`src/rtl/clkdiv_tree_pkg.sv`:
```
package clkdiv_tree_pkg;

    localparam int DIV_W        = 2;
    localparam int CPU_DIV_LSB  = 30;
    localparam int AHB_DIV_LSB  = 28;
    localparam int BYPASS_BIT   = 22;
    localparam int QRATE_BIT    = 14;
    localparam int CTRL_WORD    = 2;
    localparam int REG_LIMIT    = 'h70;
    localparam logic [31:0] CTRL_RST = 32'hD003_0000;

    typedef struct packed {
        logic [DIV_W-1:0] cpu_div;
        logic [DIV_W-1:0] ahb_div;
        logic             bypass;
        logic             qrate;
    } ctrl_t;

endpackage

```
`src/rtl/ccd_regfile.sv`:
```
module ccd_regfile
    import clkdiv_tree_pkg::*;
#(
    parameter int          ADDR_W    = 12,
    parameter int          DATA_W    = 32,
    parameter int          LIMIT     = REG_LIMIT,
    parameter int          CTL_IDX   = CTRL_WORD,
    parameter logic [31:0] CTL_RESET = CTRL_RST
) (
    input  logic              clk,
    input  logic              rst_n,
    input  logic              req_valid,
    input  logic              req_write,
    input  logic [ADDR_W-1:0] req_addr,
    input  logic [DATA_W-1:0] req_wdata,
    output logic [DATA_W-1:0] rsp_rdata,
    output logic              rsp_err,
    output ctrl_t             ctrl
);
    localparam int BYTES     = DATA_W / 8;
    localparam int WORD_SH   = $clog2(BYTES);
    localparam int NUM_WORDS = LIMIT / BYTES;
    localparam int IDX_W     = $clog2(NUM_WORDS);

    typedef struct packed {
        logic [NUM_WORDS-1:0][DATA_W-1:0] mem;
        logic [DATA_W-1:0]                rdata;
        logic                             err;
    } state_t;

    state_t           st_d, st_q;
    logic             in_range;
    logic [IDX_W-1:0] idx;
    logic [DATA_W-1:0] ctl_word;

    assign in_range = req_addr < ADDR_W'(LIMIT);
    assign idx      = req_addr[IDX_W+WORD_SH-1:WORD_SH];

    always_comb begin
        st_d       = st_q;
        st_d.rdata = '0;
        st_d.err   = 1'b0;
        if (req_valid) begin
            if (in_range) begin
                if (req_write) begin
                    st_d.mem[idx] = req_wdata;
                end else begin
                    st_d.rdata = st_q.mem[idx];
                end
            end else begin
                st_d.err = 1'b1;
            end
        end
    end

    always_ff @(posedge clk) begin
        if (!rst_n) begin
            st_q              <= '0;
            st_q.mem[CTL_IDX] <= CTL_RESET;
        end else begin
            st_q <= st_d;
        end
    end

    assign rsp_rdata    = st_q.rdata;
    assign rsp_err      = st_q.err;
    assign ctl_word     = st_q.mem[CTL_IDX];
    assign ctrl.cpu_div = ctl_word[CPU_DIV_LSB +: DIV_W];
    assign ctrl.ahb_div = ctl_word[AHB_DIV_LSB +: DIV_W];
    assign ctrl.bypass  = ctl_word[BYPASS_BIT];
    assign ctrl.qrate   = ctl_word[QRATE_BIT];


    err_rdata_zero_chk: assert property (@(posedge clk) disable iff (!rst_n)
        rsp_err |-> (rsp_rdata == '0));


    bad_write_drop_chk: assert property (@(posedge clk) disable iff (!rst_n)
        (req_valid && req_write && !in_range) |=> $stable(st_q.mem));

endmodule

```
`src/rtl/ccd_qswallow.sv`:
```
module ccd_qswallow #(
    parameter int CNT_W = 2
) (
    input  logic clk,
    input  logic rst_n,
    input  logic mode_en,
    input  logic stb_in,
    output logic stb_out
);
    typedef struct packed {
        logic [CNT_W-1:0] cnt;
    } state_t;

    state_t st_d, st_q;
    logic   drop;

    assign drop    = mode_en && (st_q.cnt == '1);
    assign stb_out = stb_in && !drop;

    always_comb begin
        st_d = st_q;
        if (!mode_en) begin
            st_d.cnt = '0;
        end else if (stb_in) begin
            st_d.cnt = st_q.cnt + CNT_W'(1);
        end
    end

    always_ff @(posedge clk) begin
        if (!rst_n) begin
            st_q <= '0;
        end else begin
            st_q <= st_d;
        end
    end


    phase_clear_chk: assert property (@(posedge clk) disable iff (!rst_n)
        $rose(mode_en) |-> (st_q.cnt == '0));

endmodule

```
`src/rtl/ccd_div.sv`:
```
module ccd_div #(
    parameter int               DIV_W   = 2,
    parameter logic [DIV_W-1:0] RST_DIV = '0
) (
    input  logic             clk,
    input  logic             rst_n,
    input  logic             stb_in,
    input  logic [DIV_W-1:0] div_sel,
    output logic             stb_out
);
    typedef struct packed {
        logic [DIV_W-1:0] cnt;
        logic [DIV_W-1:0] act;
    } state_t;

    state_t st_d, st_q;
    logic   term;

    assign term    = stb_in && (st_q.cnt == st_q.act);
    assign stb_out = term;

    always_comb begin
        st_d = st_q;
        if (term) begin
            st_d.cnt = '0;
            st_d.act = div_sel;
        end else if (stb_in) begin
            st_d.cnt = st_q.cnt + DIV_W'(1);
        end
    end

    always_ff @(posedge clk) begin
        if (!rst_n) begin
            st_q.cnt <= '0;
            st_q.act <= RST_DIV;
        end else begin
            st_q <= st_d;
        end
    end


    cnt_in_period_chk: assert property (@(posedge clk) disable iff (!rst_n)
        st_q.cnt <= st_q.act);


    reload_at_end_chk: assert property (@(posedge clk) disable iff (!rst_n)
        !$stable(st_q.act) |-> $past(stb_out));

endmodule

```
`src/rtl/clkdiv_tree.sv`:
```
module clkdiv_tree
    import clkdiv_tree_pkg::*;
#(
    parameter int ADDR_W = 12,
    parameter int DATA_W = 32
) (
    input  logic              clk,
    input  logic              rst_n,
    input  logic              pll_stb,
    input  logic              xtal_stb,
    input  logic              req_valid,
    input  logic              req_write,
    input  logic [ADDR_W-1:0] req_addr,
    input  logic [DATA_W-1:0] req_wdata,
    output logic [DATA_W-1:0] rsp_rdata,
    output logic              rsp_err,
    output logic              cpu_en,
    output logic              ahb_en,
    output logic              ipg_en
);
    ctrl_t ctrl;
    logic  src_stb;
    logic  cpu_pre;

    ccd_regfile #(
        .ADDR_W   (ADDR_W),
        .DATA_W   (DATA_W),
        .LIMIT    (REG_LIMIT),
        .CTL_IDX  (CTRL_WORD),
        .CTL_RESET(CTRL_RST)
    ) u_regs (
        .clk      (clk),
        .rst_n    (rst_n),
        .req_valid(req_valid),
        .req_write(req_write),
        .req_addr (req_addr),
        .req_wdata(req_wdata),
        .rsp_rdata(rsp_rdata),
        .rsp_err  (rsp_err),
        .ctrl     (ctrl)
    );

    assign src_stb = ctrl.bypass ? xtal_stb : pll_stb;

    ccd_qswallow #(.CNT_W(2)) u_quarter (
        .clk    (clk),
        .rst_n  (rst_n),
        .mode_en(ctrl.qrate),
        .stb_in (src_stb),
        .stb_out(cpu_pre)
    );

    ccd_div #(
        .DIV_W  (DIV_W),
        .RST_DIV(CTRL_RST[CPU_DIV_LSB +: DIV_W])
    ) u_cpu_div (
        .clk    (clk),
        .rst_n  (rst_n),
        .stb_in (cpu_pre),
        .div_sel(ctrl.cpu_div),
        .stb_out(cpu_en)
    );

    ccd_div #(
        .DIV_W  (DIV_W),
        .RST_DIV(CTRL_RST[AHB_DIV_LSB +: DIV_W])
    ) u_ahb_div (
        .clk    (clk),
        .rst_n  (rst_n),
        .stb_in (cpu_en),
        .div_sel(ctrl.ahb_div),
        .stb_out(ahb_en)
    );

    ccd_div #(
        .DIV_W  (1),
        .RST_DIV(1'b1)
    ) u_ipg_div (
        .clk    (clk),
        .rst_n  (rst_n),
        .stb_in (ahb_en),
        .div_sel(1'b1),
        .stb_out(ipg_en)
    );


    src_gate_chk: assert property (@(posedge clk) disable iff (!rst_n)
        (ctrl.bypass ? !xtal_stb : !pll_stb) |-> !cpu_en);


    ahb_align_chk: assert property (@(posedge clk) disable iff (!rst_n)
        ahb_en |-> cpu_en);


    ipg_align_chk: assert property (@(posedge clk) disable iff (!rst_n)
        ipg_en |-> (ahb_en && cpu_en));

endmodule

```
`config.mk`:
```
export PLATFORM = sky130hd
export DESIGN_NAME = clkdiv_tree
export DESIGN_NICKNAME = d
export VERILOG_FILES = /design/src/rtl/clkdiv_tree_pkg.sv /design/src/rtl/ccd_regfile.sv /design/src/rtl/ccd_qswallow.sv /design/src/rtl/ccd_div.sv /design/src/rtl/clkdiv_tree.sv
export SDC_FILE = /design/constraint.sdc
export NUM_CORES = 2
export LEC_CHECK = 0
export ABC_AREA = 1
export BUFFER_PORTS_ARGS = -buffer_cell sky130_fd_sc_hd__buf_2
export CORE_MARGIN = 8
export CORE_UTILIZATION = 50
export DETAILED_ROUTE_END_ITERATION = 12
export GPL_TIMING_DRIVEN = 0
export PLACE_DENSITY = 0.74
export SYNTH_ARGS = -nofsm -noshare
export SYNTH_HDL_FRONTEND = slang
export SYNTH_SLANG_ARGS = --single-unit
```
`constraint.sdc`:
```
create_clock -name clk -period 5 [get_ports clk]
set_input_delay 1 -clock clk [delete_from_list [all_inputs] [get_ports clk]]
set_output_delay 1 -clock clk [all_outputs]
set_load 0.01 [all_outputs]
```
==> results.py <==
metrics = {
    "worst_setup_path": {
        "arrival_ns": 5.13,
        "cp_cell_sequence": "buf_2 > buf_2 > clkbuf_1 > buf_2 > nand2_1 > nand2_1 > nand2_1 > nand2_1 > nand2_1 > nand2_1 > nor2_1 > a21oi_1",
        "startpoint": "req_addr[2]",
        "r2r_end": "u_regs.rsp_rdata[21]",
        "end_kind": "register",
        "cp_max_fo": 11,
        "crit_type": "in -> reg",
        "cp-endpoint": "u_regs.rsp_rdata[30]",
        "cp.required_ns": 5.54,
        "worst_path_max_delay_cell": "clkbuf_1",
        "reg2regPathDepth": 8,
        "r2r_start": "u_regs.st_q[54]",
        "ff2ff_setup_slack_ns": 3.15,
        "worst_path_most_repeated_cell": "nand2_1",
        "cpPeakStageDelay_ns": 1.12,
        "cp-start-kind": "input port",
    },
    "cts": {
        "path_clk_slew_ns": 0.06,
        "cts_max_path_buffers": 3,
        "hold_buffers": 0,
        "root_buffer": "clkbuf_16",
        "cts_setup_buffers": 0,
        "htreeDepth": 3,
        "ctsResizeCount": 0,
        "clock-sinks": 940,
        "cts_tree": "yes",
        "worstSkewPairLatency_ns": 0.70,
        "cts_made_buffers": 103,
    },
    "pwr": {
        "ir_worst_vdd_v": 0.000283,
        "p_comb_share_pct": 6.7,
        "p_int_uw": 12100,
        "swShare_pct": 26.3,
        "pwr-share-clk_pct": 47.6,
        "seq_power_share_pct": 45.7,
        "powerDensity_nw_per_um2": 326,
        "switching_power_uw": 4310,
        "p_leak_uw": 0.0192,
    },
    "logic_synthesis": {
        "synth_area_leaders": "dfxtp_1 (42%), nand2_1 (26%), nand4_1 (12%)",
        "synth-seq-cells": 940,
        "synthesis.nets": 6992,
        "syn_inst": 6941,
        "yosysWarnings": 0,
        "yosysUniqueCellTypes": 22,
        "synth_area_per_cell_um2": 6.50,
        "synth_top_area_share_pct": 41.7,
        "synth-seq-area-share_pct": 41.7,
        "synth_area_leader_cell": "dfxtp_1",
        "netlist_area_um2": 45100,
    },
    "timing": {
        "worst_pin_slew_ns": 1.56,
        "fmaxAchievable_mhz": 218,
        "setup_viol": 0,
        "hold_violations": 0,
        "rsz0062_at_grt": "no",
        "relSlewSlack_pct": -4.31,
        "clock_skew_ns": 0.0227,
        "fin_crit_ns": 4.59,
        "tns_ns": 0,
        "slew_violations": 22,
        "period_share_pct": 91.9,
    },
    "global_routing": {
        "grt_pass1_vias": 46200,
        "grt_usage_pct": 38.9,
        "grt_busiest_layer": "met2",
        "grt_pass1_wl_mm": 293,
        "global_route.usage.met3_pct": 10.3,
        "globalRouteMet2Util_pct": 56.1,
        "antenna_found_initial": 10,
        "gr-total-overflow": 0,
        "grt.met1_usage_pct": 50.0,
        "grt_max_degree": 14,
    },
    "route": {
        "first_pass_iters": 8,
        "vias": 51500,
        "drt_iter0_drc": 8068,
        "vias_per_cell": 6.16,
        "drtAntennaViolNets": 0,
        "wire_per_inst_um": 24.4,
        "wl_mm": 204,
        "drcViolationCount": 0,
    },
    "finish": {
        "drive_above_1_share_pct": 5.02,
        "area_growth_pct": 11.3,
        "final_nets": 7149,
        "mostFrequentLayoutCells": "nand2_1 (3069), dfxtp_1 (940), a21oi_1 (894)",
        "final_common_cell": "nand2_1",
        "fin_util_pct": 55.9,
    },
    "placed_design": {
        "hpwlAfterDp_mm": 148,
        "port_buffers": 51,
        "gp_congestion": 1.10,
    },
    "run_status": {
        "violations": "capacitance limit, slew limit",
        "status": "complete, but fails checks",
    },
    "floorplan": {
        "initial_core_util_pct": 50.3,
        "io_pins": 86,
        "die_w_um": 316,
        "dieArea_um2": 100000,
        "core_um2": 89700,
        "rows": 110,
        "die_h_um": 316,
    },
    "min_path": {
        "hp-start": "u_regs.st_q[752]",
        "hold_path_class": "reg -> reg",
    },
    "run": {
        "maxCapViolations": 2,
    },
}
-- state kept, by name, indices dropped and copies added, names as in the netlist --
name / flops
u_regs.rsp_err: 1
u_ahb_div.st_q: 4
u_quarter.st_q: 2
u_regs.st_q: 864
u_regs.rsp_rdata: 32
u_ipg_div.st_q: 1
u_regs.ctl_word: 32
u_cpu_div.st_q: 4
-- cells in the mapped netlist --
cell type	number
buf_1	43
ha_1	1
nand3_1	79
clkinv_1	1
o21ai_0	32
nor2_2	8
nor3_1	3
nor3b_1	2
xor2_1	6
nor2_4	1
nand2_1	3069
a21oi_1	894
inv_1	49
buf_4	32
o21bai_1	1
inv_2	7
buf_2	105
nand4_1	862
nor2_1	226
dfxtp_1	940
nor3_2	1
clkbuf_1	579
-- cells by family after synthesis --
family / after synthesis / share of synthesized area, %
fa+ha+maj: 1 / 0.0277
xor+xnor: 6 / 0.117
compound gates: 927 / 10.3
buf+inv: 816 / 7.35
simple gates: 4251 / 40.5
flops: 940 / 41.7
-- worst min-delay path by stage --
stage                     depth (start not counted)                   to
after floorplan                                   2  u_regs.ctl_word[16]
after global placement                            2      u_regs.st_q[86]
after detailed placement                          2     u_regs.st_q[471]
after CTS                                         2      u_regs.st_q[82]
after global routing                              2     u_regs.st_q[605]
final                                             2     u_regs.st_q[752]
-- power groups by stage --
stage                     clock [µW]  combinational [µW]  sequential, µW
after floorplan                    0                 531            7660
after global routing            8040                1110            7490
after detailed placement           0                1030            7660
final                           7790                1100            7490
after global placement             0                1020            7660
after CTS                       7720                1030            7500
-- critical path, delay by kind of cell --
family | cells | cell delay [ns]
buffers and inverters | 4 | 2.65
AND/OR/NAND/NOR | 7 | 0.94
AO/OA/AOI/OAI | 1 | 0.47
-- per-layer routing --
layer	up-vias	share of wire [%]
li1	23300	-
met1	24000	38
met2	3479	41
met3	734	13
met4	0	8.5
met5	-	0
-- stage by stage --
step / cells / setup WS, ns / power (µW) / hold WS (ns) / cell area [µm²]
3_3_place_gp: 8168 / 0.0852 / 8680 / 0.448 / 46800
6_report: 8361 / 0.406 / 16400 / 0.461 / 50200
2_1_floorplan: 6941 / 2.10 / 8190 / 0.429 / 45100
3_5_place_dp: 8168 / 0.107 / 8690 / 0.452 / 46800
5_1_grt: 8354 / 0.626 / 16600 / 0.471 / 50200
4_1_cts: 8352 / 0.820 / 16200 / 0.461 / 50200
-- final cells by class --
type | count | area, µm²
fill | 9059 | 39500
inverter | 57 | 214
multi-input combinational | 5185 | 23000
clock buffer | 156 | 3030
timing repair buffer | 52 | 270
tap | 1176 | 1470
sequential | 940 | 18800
clock inverter | 28 | 315
buffer | 759 | 3100
antenna | 8 | 20.0
No activity file was read; power rests on OpenSTA's default activity.
